**src/rtl/coh_line_pkg.sv**
```systemverilog
package coh_line_pkg;

    // Coherence state of a line (encoding is local to the block)
    typedef enum logic [1:0] {
        ST_I = 2'd0,
        ST_S = 2'd1,
        ST_E = 2'd2,
        ST_M = 2'd3
    } line_st_e;

    // Bus command codes shared with every master on the bus
    typedef enum logic [1:0] {
        CMD_RD    = 2'd0,
        CMD_RWITM = 2'd1,
        CMD_INV   = 2'd2,
        CMD_WB    = 2'd3
    } bus_cmd_e;

    typedef enum logic [1:0] {
        FSM_IDLE = 2'd0,
        FSM_ARB  = 2'd1,
        FSM_ADDR = 2'd2,
        FSM_DATA = 2'd3
    } fsm_e;

endpackage

```
**src/rtl/coh_tag_match.sv**
```systemverilog
module coh_tag_match
    import coh_line_pkg::*;
#(
    parameter int TAG_W = 6
) (
    input  logic [TAG_W-1:0] line_tag,
    input  logic [TAG_W-1:0] req_tag,
    input  line_st_e         line_st,
    output logic             hit
);
    always_comb begin
        hit = (line_st != ST_I) && (line_tag == req_tag);
    end
endmodule

```
**src/rtl/coh_snoop_policy.sv**
```systemverilog
module coh_snoop_policy
    import coh_line_pkg::*;
(
    input  logic     snp_valid,
    input  bus_cmd_e cmd,
    input  logic     hit,
    input  line_st_e line_st,
    input  logic     wb_match,
    input  logic     wb_busy,
    output logic     shared,
    output logic     abort,
    output logic     capture,
    output line_st_e nxt_st
);
    logic reads;
    logic dirty_hit;

    always_comb begin
        reads     = snp_valid && (cmd == CMD_RD || cmd == CMD_RWITM);
        dirty_hit = hit && (line_st == ST_M);
        shared    = snp_valid && (cmd == CMD_RD) && hit;
        abort     = reads && (dirty_hit || wb_match);
        capture   = reads && dirty_hit && !wb_busy;
        nxt_st    = line_st;
        if (snp_valid && hit) begin
            unique case (cmd)
                CMD_RD: begin
                    if (line_st == ST_E)               nxt_st = ST_S;
                    else if (line_st == ST_M && capture) nxt_st = ST_S;
                end
                CMD_RWITM: begin
                    if (line_st != ST_M)      nxt_st = ST_I;
                    else if (capture)         nxt_st = ST_I;
                end
                CMD_INV: begin
                    if (line_st != ST_M)      nxt_st = ST_I;
                end
                default: nxt_st = line_st;
            endcase
        end
    end
endmodule

```
**src/rtl/coh_line_ctrl.sv**
```systemverilog
module coh_line_ctrl
    import coh_line_pkg::*;
#(
    parameter int ADDR_W = 8,
    parameter int DATA_W = 16,
    parameter int LINES  = 4
) (
    input  logic              clk,
    input  logic              rst_n,
    input  logic              proc_req,
    input  logic              proc_we,
    input  logic [ADDR_W-1:0] proc_addr,
    input  logic [DATA_W-1:0] proc_wdata,
    output logic              proc_ack,
    output logic [DATA_W-1:0] proc_rdata,
    output logic              bus_req,
    input  logic              bus_gnt,
    output logic              bus_valid,
    output logic [1:0]        bus_cmd,
    output logic [ADDR_W-1:0] bus_addr,
    output logic [DATA_W-1:0] bus_wdata,
    input  logic              bus_retry,
    input  logic              bus_shared,
    input  logic              bus_done,
    input  logic [DATA_W-1:0] bus_rdata,
    input  logic              snp_valid,
    input  logic [1:0]        snp_cmd,
    input  logic [ADDR_W-1:0] snp_addr,
    output logic              snp_shared,
    output logic              snp_abort
);
    localparam int INDEX_W = (LINES > 1) ? $clog2(LINES) : 1;
    localparam int TAG_W   = ADDR_W - INDEX_W;

    typedef struct packed {
        fsm_e                          fsm;
        bus_cmd_e                      kind;
        logic                          shr;
        logic                          ack;
        logic [DATA_W-1:0]             rdata;
        logic                          wb_pend;
        logic [ADDR_W-1:0]             wb_addr;
        logic [DATA_W-1:0]             wb_data;
        logic [LINES-1:0][1:0]         st;
        logic [LINES-1:0][TAG_W-1:0]   tag;
        logic [LINES-1:0][DATA_W-1:0]  dat;
    } regs_t;

    regs_t r_q, r_d;

    logic [INDEX_W-1:0] l_idx, s_idx;
    logic [TAG_W-1:0]   l_tag, s_tag;
    line_st_e           l_st, s_st, s_nxt;
    logic               l_hit, s_hit, s_cap, wb_match;

    assign l_idx    = proc_addr[INDEX_W-1:0];
    assign l_tag    = proc_addr[ADDR_W-1:INDEX_W];
    assign s_idx    = snp_addr[INDEX_W-1:0];
    assign s_tag    = snp_addr[ADDR_W-1:INDEX_W];
    assign l_st     = line_st_e'(r_q.st[l_idx]);
    assign s_st     = line_st_e'(r_q.st[s_idx]);
    assign wb_match = r_q.wb_pend && (snp_addr == r_q.wb_addr);

    coh_tag_match #(.TAG_W(TAG_W)) u_lmatch (
        .line_tag (r_q.tag[l_idx]),
        .req_tag  (l_tag),
        .line_st  (l_st),
        .hit      (l_hit)
    );

    coh_tag_match #(.TAG_W(TAG_W)) u_smatch (
        .line_tag (r_q.tag[s_idx]),
        .req_tag  (s_tag),
        .line_st  (s_st),
        .hit      (s_hit)
    );

    coh_snoop_policy u_spol (
        .snp_valid (snp_valid),
        .cmd       (bus_cmd_e'(snp_cmd)),
        .hit       (s_hit),
        .line_st   (s_st),
        .wb_match  (wb_match),
        .wb_busy   (r_q.wb_pend),
        .shared    (snp_shared),
        .abort     (snp_abort),
        .capture   (s_cap),
        .nxt_st    (s_nxt)
    );

    always_comb begin
        r_d     = r_q;
        r_d.ack = 1'b0;

        // Snoop side: another master owns the bus
        if (snp_valid) begin
            r_d.st[s_idx] = s_nxt;
            if (s_cap) begin
                r_d.wb_pend = 1'b1;
                r_d.wb_addr = snp_addr;
                r_d.wb_data = r_q.dat[s_idx];
            end
        end

        unique case (r_q.fsm)
            FSM_IDLE: begin
                if (r_q.wb_pend) begin
                    r_d.fsm = FSM_ARB;
                end else if (proc_req && !r_q.ack && !snp_valid) begin
                    if (l_hit) begin
                        if (!proc_we) begin
                            r_d.ack   = 1'b1;
                            r_d.rdata = r_q.dat[l_idx];
                        end else if (l_st == ST_E || l_st == ST_M) begin
                            r_d.st[l_idx]  = ST_M;
                            r_d.dat[l_idx] = proc_wdata;
                            r_d.ack        = 1'b1;
                        end else begin
                            r_d.fsm = FSM_ARB;
                        end
                    end else begin
                        if (l_st == ST_M) begin
                            r_d.wb_pend   = 1'b1;
                            r_d.wb_addr   = {r_q.tag[l_idx], l_idx};
                            r_d.wb_data   = r_q.dat[l_idx];
                            r_d.st[l_idx] = ST_I;
                        end
                        r_d.fsm = FSM_ARB;
                    end
                end
            end
            FSM_ARB: begin
                if (bus_gnt) begin
                    r_d.fsm = FSM_ADDR;
                    if (r_q.wb_pend)                 r_d.kind = CMD_WB;
                    else if (!proc_we)               r_d.kind = CMD_RD;
                    else if (l_hit && l_st == ST_S)  r_d.kind = CMD_INV;
                    else                             r_d.kind = CMD_RWITM;
                end
            end
            FSM_ADDR: begin
                if (bus_retry) begin
                    r_d.fsm = FSM_ARB;
                end else begin
                    r_d.shr = bus_shared;
                    if (r_q.kind == CMD_INV) begin
                        r_d.st[l_idx]  = ST_M;
                        r_d.dat[l_idx] = proc_wdata;
                        r_d.ack        = 1'b1;
                        r_d.fsm        = FSM_IDLE;
                    end else begin
                        r_d.fsm = FSM_DATA;
                    end
                end
            end
            FSM_DATA: begin
                if (bus_done) begin
                    r_d.fsm = FSM_IDLE;
                    unique case (r_q.kind)
                        CMD_WB: r_d.wb_pend = 1'b0;
                        CMD_RD: begin
                            r_d.st[l_idx]  = r_q.shr ? ST_S : ST_E;
                            r_d.tag[l_idx] = l_tag;
                            r_d.dat[l_idx] = bus_rdata;
                            r_d.rdata      = bus_rdata;
                            r_d.ack        = 1'b1;
                        end
                        CMD_RWITM: begin
                            r_d.st[l_idx]  = ST_M;
                            r_d.tag[l_idx] = l_tag;
                            r_d.dat[l_idx] = proc_wdata;
                            r_d.ack        = 1'b1;
                        end
                        default: r_d.fsm = FSM_IDLE;
                    endcase
                end
            end
            default: r_d.fsm = FSM_IDLE;
        endcase
    end

    always_ff @(posedge clk or negedge rst_n) begin
        if (!rst_n) begin
            r_q <= '0;
        end else begin
            r_q <= r_d;
        end
    end

    assign proc_ack   = r_q.ack;
    assign proc_rdata = r_q.rdata;
    assign bus_req    = (r_q.fsm != FSM_IDLE);
    assign bus_valid  = (r_q.fsm == FSM_ADDR);
    assign bus_cmd    = r_q.kind;
    assign bus_addr   = (r_q.kind == CMD_WB) ? r_q.wb_addr : proc_addr;
    assign bus_wdata  = r_q.wb_data;


    addr_phase_gnt_chk: assert property (@(posedge clk) disable iff (!rst_n)
        bus_valid |-> bus_gnt);


    bus_held_chk: assert property (@(posedge clk) disable iff (!rst_n)
        (bus_valid && !bus_retry && bus_cmd != CMD_INV) |=> bus_req);


    shared_on_read_chk: assert property (@(posedge clk) disable iff (!rst_n)
        snp_shared |-> (snp_valid && snp_cmd == CMD_RD));


    abort_buffers_chk: assert property (@(posedge clk) disable iff (!rst_n)
        snp_abort |=> r_q.wb_pend);


    abort_cmd_chk: assert property (@(posedge clk) disable iff (!rst_n)
        snp_abort |-> (snp_valid && snp_cmd != CMD_INV && snp_cmd != CMD_WB));


    wb_from_buffer_chk: assert property (@(posedge clk) disable iff (!rst_n)
        (bus_valid && bus_cmd == CMD_WB) |-> r_q.wb_pend);

endmodule

```
**config.mk**
```make
export PLATFORM = sky130hd
export DESIGN_NAME = coh_line_ctrl
export DESIGN_NICKNAME = d
export VERILOG_FILES = /design/src/rtl/coh_line_pkg.sv /design/src/rtl/coh_tag_match.sv /design/src/rtl/coh_snoop_policy.sv /design/src/rtl/coh_line_ctrl.sv
export SDC_FILE = /design/constraint.sdc
export NUM_CORES = 1
export LEC_CHECK = 0
export BUFFER_PORTS_ARGS = -buffer_cell sky130_fd_sc_hd__buf_4
export CAP_MARGIN = 20
export CORE_MARGIN = 2
export CORE_UTILIZATION = 40
export DETAILED_ROUTE_END_ITERATION = 12
export GPL_TIMING_DRIVEN = 0
export PLACE_DENSITY = 0.64
export SYNTH_ARGS = -nofsm -noshare
export SYNTH_HDL_FRONTEND = slang
export SYNTH_SLANG_ARGS = --single-unit
```
**constraint.sdc**
```tcl
create_clock -name clk -period 5 [get_ports clk]
set_clock_uncertainty 0.1 [all_clocks]
set_input_delay 1 -clock clk [delete_from_list [all_inputs] [get_ports clk]]
set_output_delay 1 -clock clk [all_outputs]
set_load 0.005 [all_outputs]
```
======== Word-level counts from Yosys, hierarchy flattened ========
Index checks and enable logic that the tools add are counted.
Widths: inputs -> output; s select.
cells by class
  muxes and demuxes ....................... 82
  bitwise operators ....................... 4
  shift operators ......................... 0
  reduce and logical (&&, ||, !) cells .... 39
  $lt $le $gt $ge ......................... 4
  equality and inequality tests ........... 32
  $add $sub $neg .......................... 0
  divide/modulo/power cells ............... 0
  multipliers ............................. 0
operator list
  cell                count
  $mux 64             7
  $pmux 64 s3         1
  $pmux 96 s2         1
  $bwmux 64           2
  $mux 50             2
  $mux 96             1
  $mux 16             5
  $mux 33             2
  $bmux 16 s2         2
  $mux 25             2
  $mux 8              6
  $mux 2              22
  $pmux 17 s2         1
  $demux 16 s2        1
  $bmux 6 s2          2
  $bwmux 24           1
  $mux 24             1
  $pmux 8 s3          1
  $ne 2x2->1 const B  10
  $eq 2x2->1 const B  9
  $mux 18             1
  $mux 6              3
  $logic_and 1x1->1   17
  $mux 17             1
  other kinds (33)    60
storage, ports and cells
  input bits .............................. 59
  flip-flop bits (word level) ............. 143
  memories ................................ 0
  bits in writable memories ............... 0
  ROM bits ................................ 0
  latch bits .............................. 0

======== Depth between registers and ports, before layout ========
Gate-level depths: netlist (run 1).
  depth in word-level cells ............... 21
  mapped depth ............................ 11

======== Modules after synthesis ========
A second synthesis (run 1) with hierarchy kept.
second synthesis, totals
  cells, all modules ...................... 733
  area, all modules ....................... 8700.8 um^2
modules (own cells, without submodules)
  module            sequential area each (um^2)  cells each  area each (um^2)  times used
  coh_line_ctrl     3578.4                       703         8465.6            1
  coh_tag_match     0.0                          8           73.8              2
  coh_snoop_policy  0.0                          14          87.6              1

======== Worst setup path after synthesis (run 1) ========
No wires, ideal clock.
  path type ............................... input to output
  from .................................... input port snp_addr[0]
  to ...................................... output port snp_abort
  required time ........................... 3.900 ns
  stages .................................. 7
  slack ................................... 1.327 ns
  arrival ................................. 2.573 ns
  path through ............................ buf_6 > mux4_2 > xor2_1 > nor3_2 > o211ai_1 > nor3_1 > a41o_1
on the way
  word-level cells in the longest chain between the ends .. 7
ends and longest elaborated chain
  item                                                    line                                      RTL
  from (decl)                                             coh_line_ctrl.sv:28                       input logic [ADDR_W-1:0] snp_addr,
  $bmux 6 s2 or $bmux 2 s2 (tied branches)                coh_line_ctrl.sv:72, coh_line_ctrl.sv:61
  $mux 6 (not written as such) or $mux 2 (tied branches)  coh_line_ctrl.sv:72, coh_line_ctrl.sv:61
  $eq 6x6->1 or $reduce_bool 2->1 (tied branches)         coh_tag_match.sv:12                       hit = (line_st != ST_I) && (line_tag == req_tag);
  $logic_and 1x1->1                                       coh_tag_match.sv:12
  $logic_and 1x1->1                                       coh_snoop_policy.sv:20                    dirty_hit = hit && (line_st == ST_M);
  $logic_or 1x1->1 (*)                                    coh_snoop_policy.sv:22                    abort = reads && (dirty_hit || wb_match);
  $logic_and 1x1->1 (*)                                   coh_snoop_policy.sv:22
  to (decl)                                               coh_line_ctrl.sv:30                       output logic snp_abort
Mark *: on every way between the ends. The rest lies on a longest branch, timed or not. The select of a mux whose other input is x is not followed.

======== Final worst setup path (run 1) ========
  from .................................... input port snp_addr[1]
  to ...................................... output port snp_abort
The elaborated chain is that of the path after synthesis.

==> impl_metrics.yaml, run 1 <==
yosys:
  synth_nets: 969
  synth-async-reset-ratio_pct: 100
  syn_area_per_cell_um2: 10.1
  synth_area_um2: 9160
  muxShareOfSynthArea_pct: 20.7
  synth_top_family_by_area: "multiplexers"
  synth-adder-area-share_pct: 0.683
  synth-compound-area-share_pct: 18.5
  synth.distinct_cells: 54
  ys_ff_latch: 143
  synthCells: 905
  netlist_top_cells_area: "dfrtp_1, mux4_2, o32a_1, nor2_1, mux2i_1"
  yosysTopAreaCellShare_pct: 39.0
  synth.largest_area_cell: "dfrtp_1"
  synth_flop_cell: "dfrtp_1"
  synth.most_common_cell: "nor2_1"
  synth_edf_count: 0
  yosys_warnings: 0
  synth-simple-area-share_pct: 11.9
  synth_xor_area_share_pct: 2.10
  seq_area_frac_synth_pct: 39.0
  synth_top_cells_by_count: "nor2_1, dfrtp_1, a21oi_1, o32a_1"
sta:
  min_period_ns: 4.53
  setup_tns_ns: 0
  rsz0062_at_grt: "false"
  finalHoldViolCount: 0
  tightest_slew_ns: 0.983
  drv_slew: 0
  max_freq_ghz: 0.221
  worst_slack_ns: 0.473
  slew-limit-headroom_pct: 34.4
  finalCritPeriodShare_pct: 90.5
  setup_viol: 0
clock_network:
  cts_buffers: 17
  cts_tree: "built"
  cts.hold.buffers_added: 0
  cts_resized: 0
  htreeDepth: 4
  cts_buffer_depth: 2
  clockRootBuffer: "clkbuf_16"
  cts_setup_buffers: 0
  clock_sinks: 143
  clock_latency_ns: 0.43
  clk_pin_slew_ns: 0.06
global_route:
  first_global_vias: 7987
  antenna_found_initial: 0
  grt.total_usage_pct: 25.9
  overflow: 0
  grt_pass1_wl_um: 47200
  grt_max_degree: 74
hold_path:
  hp-start: "proc_rdata[8]"
  hold_path.class: "reg -> reg"
power_and_ir_drop:
  power_frac_comb_pct: 43.3
  irDropWorstVdd_mv: 0.268
  power_density_nw_per_um2: 521
  p_int_mw: 3.48
  p_switching_mw: 2.19
  clockPowerShare_pct: 22.7
  seq_power_share_pct: 34.0
  switching_share_pct: 38.7
  power_leakage_nw: 4.58
floorplanning:
  initial_core_util_pct: 40.6
  ios: 106
  core-area_um2: 22600
  die_area_um2: 24100
  die_height_um: 155
  core.rowCount: 55
  dieWidth_um: 155
cells_and_area:
  nNetsFinal: 1090
  drive_gt1_share_pct: 26.7
  fillerInstances: 2167
  multi_input_comb_area_um2: 4940
  utilization_pct: 48.2
  num_antenna_cells: 0
  area_growth_syn_to_layout_pct: 18.8
  fin_area_um2: 10900
  regArea_um2: 3580
detailed_routing:
  drt-initial-drc-count: 1139
  dr.pass1.iters: 6
  drc_errors: 0
  postRouteWirelength_um: 31000
  ant_nets: 0
  num_vias: 8211
  detail_route.wl_per_cell_um: 23.5
  vias_per_cell: 6.21
critical_path:
  endpoint_kind: "output pin"
  reg2reg_from: "r_q[85]"
  crit_arrival_ns: 3.43
  rr_worst_depth: 7
  start_kind: "input pin"
  rrSetupSlack_ns: 1.69
  cp-endpoint: "snp_abort"
  cp_max_fo: 10
  crit_type: "in -> out"
  required_ns: 3.90
  critPathLaunch: "snp_addr[1]"
  r2r_end: "proc_rdata[11]"
run_status:
  outcome: "finished clean"
place:
  gp_congestion: 0.954
  placement.cell_area_um2: 10300
  place_ws_ns: 0.555
  dp_hpwl_um: 21800
  port_buffers: 101
job:
  maxCapViolations: 0
## critical path, cell delays in order
cell	delay, ns
buf_2	0.26
buf_6	0.26
mux2i_1	0.24
xnor2_1	0.09
nor3_1	0.51
o211ai_1	0.28
nor3_1	0.49
a41o_1	0.18
buf_4	0.11
## power by group through the flow
stage	Clock [mW]	Sequential, mW	Combinational (mW)
global route	1.35	1.97	2.61
floorplan	0	1.81	1.73
finish	1.29	1.93	2.45
global placement	0	1.90	2.35
CTS	1.30	1.91	2.41
detailed placement	0	1.93	2.41
## cells by family (layout without fill, tap and decap cells)
group / after synthesis / in the layout
and+or+nand+nor: 245 / 245
AOI/OAI and AO/OA: 241 / 241
DFF: 143 / 143
muxes: 128 / 128
buffers and inverters: 121 / 253
xor gates and xnor gates: 22 / 22
adders and majority gates: 5 / 5
## registers in the layout, indices dropped and copies added (netlist names)
signal,cells
bus_cmd,2
bus_wdata,16
proc_ack,1
proc_rdata,16
r_q,108
## layer usage
layer | vias up | wire (um) | part of all wire [%] | track usage [%]
li1 | 3580 | - | - | -
met1 | 4073 | 13000 | 42 | 36.1
met2 | 488 | 14100 | 45 | 39.5
met3 | 70 | 3050 | 9.8 | 5.91
met4 | 0 | 909 | 2.9 | 9.70
met5 | - | 0 | 0 | 0
## cell type report
type                    instances  share of cell area (%)
well taps                     285                    3.28
clock inverters                10                    1.29
clock buffers                  20                    4.01
flip-flops and latches        143                    32.9
multi-input cells             641                    45.4
plain buffers                 112                    5.64
inverters                       9                   0.310
repair buffers                102                    7.25
## placed cells by master, fill, tap and decap left out, drive strengths merged, types with 3 or more instances in the layout
cell type  instances
xor2               7
ha                 5
nor2b              4
a21oi             93
inv               10
o31ai             18
clkinvlp           3
mux2              35
o22ai             11
clkinv             3
xnor2             15
and3              10
dfrtp            143
o32a              65
bufinv             3
mux2i             47
nand3b             3
o21ai             20
mux4              46
nand2             32
nor3               5
buf              167
nor4               4
nand2b             8
nand3              3
a22oi             17
a31oi              3
clkbuf            67
nor2             167
## worst min-delay path by stage
stage | end | slack (ns) | depth (start not counted)
after floorplan | proc_rdata[0] | 0.35 | 2
after global placement | proc_rdata[12] | 0.37 | 2
after detailed placement | proc_rdata[10] | 0.37 | 2
after CTS | proc_rdata[10] | 0.38 | 2
after global routing | proc_rdata[7] | 0.41 | 2
final | proc_rdata[8] | 0.38 | 2
## metrics by stage
step	total power, mW	instances	hold slack, ns
floorplan	3.54	905	0.350
global placement	4.26	1291	0.367
global route	5.94	1322	0.406
detailed placement	4.34	1292	0.371
CTS	5.62	1322	0.384
finish	5.67	1322	0.375
(Power assumes the default switching activity.)
==> run 2: changes to the inputs <==
--- a/config.mk
+++ b/config.mk
@@ -8,10 +8,10 @@
 export BUFFER_PORTS_ARGS = -buffer_cell sky130_fd_sc_hd__buf_4
 export CAP_MARGIN = 20
 export CORE_MARGIN = 2
-export CORE_UTILIZATION = 40
+export CORE_UTILIZATION = 45
 export DETAILED_ROUTE_END_ITERATION = 12
 export GPL_TIMING_DRIVEN = 0
-export PLACE_DENSITY = 0.64
+export PLACE_DENSITY = 0.7
 export SYNTH_ARGS = -nofsm -noshare
 export SYNTH_HDL_FRONTEND = slang
 export SYNTH_SLANG_ARGS = --single-unit
==> run 2 against run 1 <==
  * Final area decreased by 0.29%
  * Largest power group unchanged
  * Final cell count down 0.98%
  * Critical path type unchanged
  * Global-route usage grew 2.0 points
  * Die area shrank 11%
  * Register-to-register slack better by 0.02 ns
  * Combinational power is essentially flat
  * Core utilization is 5.8 points higher
  * Largest cell class unchanged
==> impl_metrics.yaml, run 2 (synthesized netlist as in run 1, its figures left out) <==
critical_path:
  crit_arrival_ns: 3.31
  required_ns: 3.90
  endpoint_kind: "output pin"
  crit_type: "in -> out"
  rrSetupSlack_ns: 1.71
  r2r_end: "r_q[28]"
  start_kind: "input pin"
  reg2reg_from: "r_q[141]"
  cp_max_fo: 10
  rr_worst_depth: 9
cells_and_area:
  largest_register_ffs: 108
  num_antenna_cells: 0
  mostFrequentLayoutCells: "nor2_1, dfrtp_1, buf_4"
  layout_commonest_cell: "nor2_1"
  multi_input_comb_area_um2: 4940
  area_growth_syn_to_layout_pct: 18.5
  regArea_um2: 3580
  top_register: "r_q"
  nNetsFinal: 1090
  fillerInstances: 1801
  drive_gt1_share_pct: 27.0
clock_network:
  cts_buffers: 17
  cts_resized: 0
  cts.hold.buffers_added: 0
  clock_latency_ns: 0.43
  cts_setup_buffers: 0
  cts_tree: "built"
  htreeDepth: 4
  cts_buffer_depth: 2
  clock_sinks: 143
  clk_pin_slew_ns: 0.06
  clockRootBuffer: "clkbuf_16"
detailed_routing:
  dr.pass1.iters: 6
  drc_errors: 0
  postRouteWirelength_um: 29900
  ant_nets: 0
  detail_route.wl_per_cell_um: 22.8
  vias_per_cell: 6.31
  num_vias: 8258
  drt-initial-drc-count: 1065
hold_path:
  hp-start: "proc_rdata[2]"
  whs_path_depth: 2
  hold_path.class: "reg -> reg"
  holdPathEnd: "proc_rdata[2]"
global_route:
  first_global_vias: 8059
  grt.total_usage_pct: 27.9
  grt_max_degree: 83
  grt_pass1_wl_um: 45800
  overflow: 0
  antenna_found_initial: 1
power_and_ir_drop:
  clockPowerShare_pct: 21.9
  irDropWorstVdd_mv: 0.331
  power_frac_comb_pct: 43.5
  p_int_mw: 3.41
  power_leakage_nw: 4.58
  switching_share_pct: 38.8
  p_switching_mw: 2.17
  power_density_nw_per_um2: 514
  seq_power_share_pct: 34.6
run_status:
  outcome: "finished clean"
floorplanning:
  core.rowCount: 52
  die_area_um2: 21500
  dieWidth_um: 147
  core-area_um2: 20100
  initial_core_util_pct: 45.6
  die_height_um: 147
  ios: 106
place:
  port_buffers: 101
  gp_congestion: 0.946
  place_ws_ns: 0.648
  dp_hpwl_um: 21000
sta:
  min_period_ns: 4.41
  finalCritPeriodShare_pct: 88.1
  tightest_slew_ns: 0.971
  drv_slew: 0
  slew-limit-headroom_pct: 35.3
  setup_viol: 0
  worst_slack_ns: 0.594
  setup_tns_ns: 0
  hold_ws_ns: 0.383
  finalHoldViolCount: 0
  rsz0062_at_grt: "false"
  max_freq_ghz: 0.227
job:
  maxCapViolations: 0
[run 2: cell count changes in the layout (fill, tap and decap cells not counted)]
cell	delta
clkinvlp_4	-1
clkbuf_1	-2
clkbuf_8	+6
clkinv_4	-1
bufinv_16	-3
clkinv_2	+2
inv_6	+1
[run 2: worst max-delay path, cell delays in order]
cell      delay, ns
buf_2          0.27
buf_6          0.27
mux2i_1        0.24
xnor2_1        0.08
nor3_1         0.44
o211ai_1       0.25
nor3_1         0.47
a41o_1         0.16
buf_4          0.11
[run 2: worst max-delay path by stage]
| stage | start | to | slack [ns] | cells past startpoint |
|---|---|---|---|---|
| 2_1_floorplan | snp_addr[0] | snp_abort | 1.33 | 7 |
| 3_3_place_gp | snp_addr[1] | snp_abort | 0.65 | 9 |
| 3_5_place_dp | snp_addr[1] | snp_abort | 0.65 | 9 |
| 4_1_cts | snp_addr[1] | snp_abort | 0.64 | 9 |
| 5_1_grt | snp_addr[1] | snp_abort | 0.42 | 9 |
| 6_report | snp_addr[1] | snp_abort | 0.59 | 9 |
[run 2: final cells by class]
class	instances	share of cell area, %
sequential	143	33.0
multi-input combinational	641	45.5
clock inverter	8	0.484
timing repair buffer	102	7.27
tap	270	3.11
inverter	9	0.311
buffer	112	5.66
clock buffer	24	4.71
[run 2: metrics by stage]
stage | cell area [um2] | power (mW) | util [%] | cells
after CTS | 10900 | 5.52 | 54.0 | 1309
after detailed placement | 10300 | 4.31 | 51.2 | 1277
after floorplan | 9160 | 3.54 | - | 905
final | 10900 | 5.58 | 54.0 | 1309
after global placement | 10300 | 4.24 | 51.0 | 1276
after global routing | 10900 | 5.85 | 54.0 | 1309
[run 2: metal layers]
metal / up-vias / wire length, um / GRT usage, %
met5: - / 17 / 0
met4: 2 / 1020 / 11.5
met3: 92 / 3320 / 8.91
met2: 542 / 13700 / 43.2
met1: 4038 / 11800 / 36.4
li1: 3584 / - / -
[run 2: power groups by stage]
stage               clock, mW  combinational [mW]  sequential, mW
floorplan                   0                1.73            1.81
global placement            0                2.34            1.90
detailed placement          0                2.38            1.93
CTS                      1.23                2.39            1.91
global route             1.28                2.60            1.97
finish                   1.22                2.43            1.93
==> run 3: changes to the inputs <==
--- a/config.mk
+++ b/config.mk
@@ -7,10 +7,10 @@
 export LEC_CHECK = 0
 export BUFFER_PORTS_ARGS = -buffer_cell sky130_fd_sc_hd__buf_4
 export CAP_MARGIN = 20
-export CORE_MARGIN = 2
 export CORE_UTILIZATION = 45
 export DETAILED_ROUTE_END_ITERATION = 12
 export GPL_TIMING_DRIVEN = 0
+export HOLD_SLACK_MARGIN = 0.02
 export PLACE_DENSITY = 0.7
 export SYNTH_ARGS = -nofsm -noshare
 export SYNTH_HDL_FRONTEND = slang
==> run 3 against run 2 <==
  * Combinational power about the same
  * Sequential power about the same
  * Maximum frequency increased by 1.0%
  * Clock power increased by 19%
  * Power increased by 4.6%
==> impl_metrics.yaml, run 3 (synthesized netlist as in run 1, its figures left out) <==
global_route:
  grt.total_usage_pct: 30.1
  grt_pass1_wl_um: 46100
  antenna_found_initial: 1
  overflow: 0
  first_global_vias: 8113
  grt_max_degree: 77
critical_path:
  rrSetupSlack_ns: 1.71
  cp-endpoint: "snp_abort"
  reg2reg_from: "r_q[141]"
  endpoint_kind: "output pin"
  r2r_end: "r_q[26]"
  crit_arrival_ns: 3.26
  cp_max_fo: 10
  critPathLaunch: "snp_addr[1]"
  rr_worst_depth: 9
  required_ns: 3.90
  start_kind: "input pin"
  crit_type: "in -> out"
power_and_ir_drop:
  power_leakage_nw: 4.62
  power_frac_comb_pct: 41.9
  irDropWorstVdd_mv: 0.283
  p_int_mw: 3.62
  seq_power_share_pct: 33.3
  power_density_nw_per_um2: 534
  p_switching_mw: 2.21
  switching_share_pct: 37.9
  clockPowerShare_pct: 24.8
detailed_routing:
  drt-initial-drc-count: 972
  postRouteWirelength_um: 30100
  detail_route.wl_per_cell_um: 23.1
  dr.pass1.iters: 5
  vias_per_cell: 6.37
  ant_nets: 0
  drc_errors: 0
  num_vias: 8296
floorplanning:
  die_height_um: 145
  dieWidth_um: 145
  die_area_um2: 20900
  initial_core_util_pct: 46.5
  core-area_um2: 19700
  ios: 106
  core.rowCount: 51
place:
  place_ws_ns: 0.692
  dp_cells: 1272
  gp_congestion: 0.934
  dp_hpwl_um: 21300
  port_buffers: 101
  placement.cell_area_um2: 10300
clock_network:
  cts_resized: 0
  clock_sinks: 143
  cts.hold.buffers_added: 0
  htreeDepth: 4
  cts_buffer_depth: 2
  cts_setup_buffers: 0
  clock_latency_ns: 0.44
  cts_tree: "built"
  clockRootBuffer: "clkbuf_16"
  clk_pin_slew_ns: 0.06
  cts_buffers: 17
sta:
  drv_slew: 0
  max_freq_ghz: 0.229
  setup_tns_ns: 0
  tightest_slew_ns: 0.935
  finalCritPeriodShare_pct: 87.2
  min_period_ns: 4.36
  setup_viol: 0
  slew-limit-headroom_pct: 37.7
  finalHoldViolCount: 0
  worst_slack_ns: 0.639
  rsz0062_at_grt: "false"
cells_and_area:
  top_register: "r_q"
  utilization_pct: 55.5
  mostFrequentLayoutCells: "nor2_1, dfrtp_1, buf_4"
  regArea_um2: 3580
  largest_register_ffs: 108
  drive_gt1_share_pct: 26.9
  layout_commonest_cell: "nor2_1"
  fin_cells: 1303
  fin_area_um2: 10900
  num_antenna_cells: 0
  area_growth_syn_to_layout_pct: 19.4
  fillerInstances: 1725
  multi_input_comb_area_um2: 4940
  nNetsFinal: 1090
hold_path:
  hp-start: "proc_rdata[7]"
  hold_path.class: "reg -> reg"
  whs_path_depth: 2
run_status:
  outcome: "finished clean"
job:
  maxCapViolations: 0
==> run 3: how the worst min path moves through the flow <==
| stage | endpoint | slack [ns] |
|---|---|---|
| 2_1_floorplan | proc_rdata[0] | 0.35 |
| 3_3_place_gp | proc_rdata[10] | 0.37 |
| 3_5_place_dp | proc_rdata[8] | 0.37 |
| 4_1_cts | proc_rdata[0] | 0.39 |
| 5_1_grt | proc_rdata[15] | 0.40 |
| 6_report | proc_rdata[7] | 0.38 |
==> run 3: layout make-up <==
class                           instances  area share, %
Buffer                                112           5.62
Clock buffer                           22           4.33
Clock inverter                          9           1.65
Inverter                                9          0.309
Multi-Input combinational cell        641           45.1
Sequential cell                       143           32.7
Tap cell                              265           3.03
Timing Repair Buffer                  102           7.22
==> run 3: power groups by stage <==
stage / logic [mW] / registers [mW] / clock network (mW)
finish: 2.45 / 1.95 / 1.45
global route: 2.60 / 1.99 / 1.50
CTS: 2.40 / 1.93 / 1.45
detailed placement: 2.38 / 1.95 / 0
global placement: 2.33 / 1.90 / 0
floorplan: 1.73 / 1.81 / 0
==> run 3: metrics by stage <==
stage,hold slack (ns),total power [mW]
2_1_floorplan,0.350,3.54
3_3_place_gp,0.366,4.23
3_5_place_dp,0.373,4.33
4_1_cts,0.387,5.77
5_1_grt,0.401,6.10
6_report,0.378,5.84
==> run 3: metal layers <==
layer / routed length (um) / vias up / global-route usage [%]
li1: - / 3587 / -
met1: 12200 / 4069 / 41.6
met2: 13500 / 542 / 44.3
met3: 3240 / 98 / 7.37
met4: 1130 / 0 / 14.2
met5: 0 / - / 0
==> run 3: critical path, stage by stage <==
cell	delay [ns]
buf_2	0.26
buf_6	0.26
buf_1	0.73
clkbuf_1	0.44
xnor2_1	0.19
a41o_1	0.24
buf_4	0.13
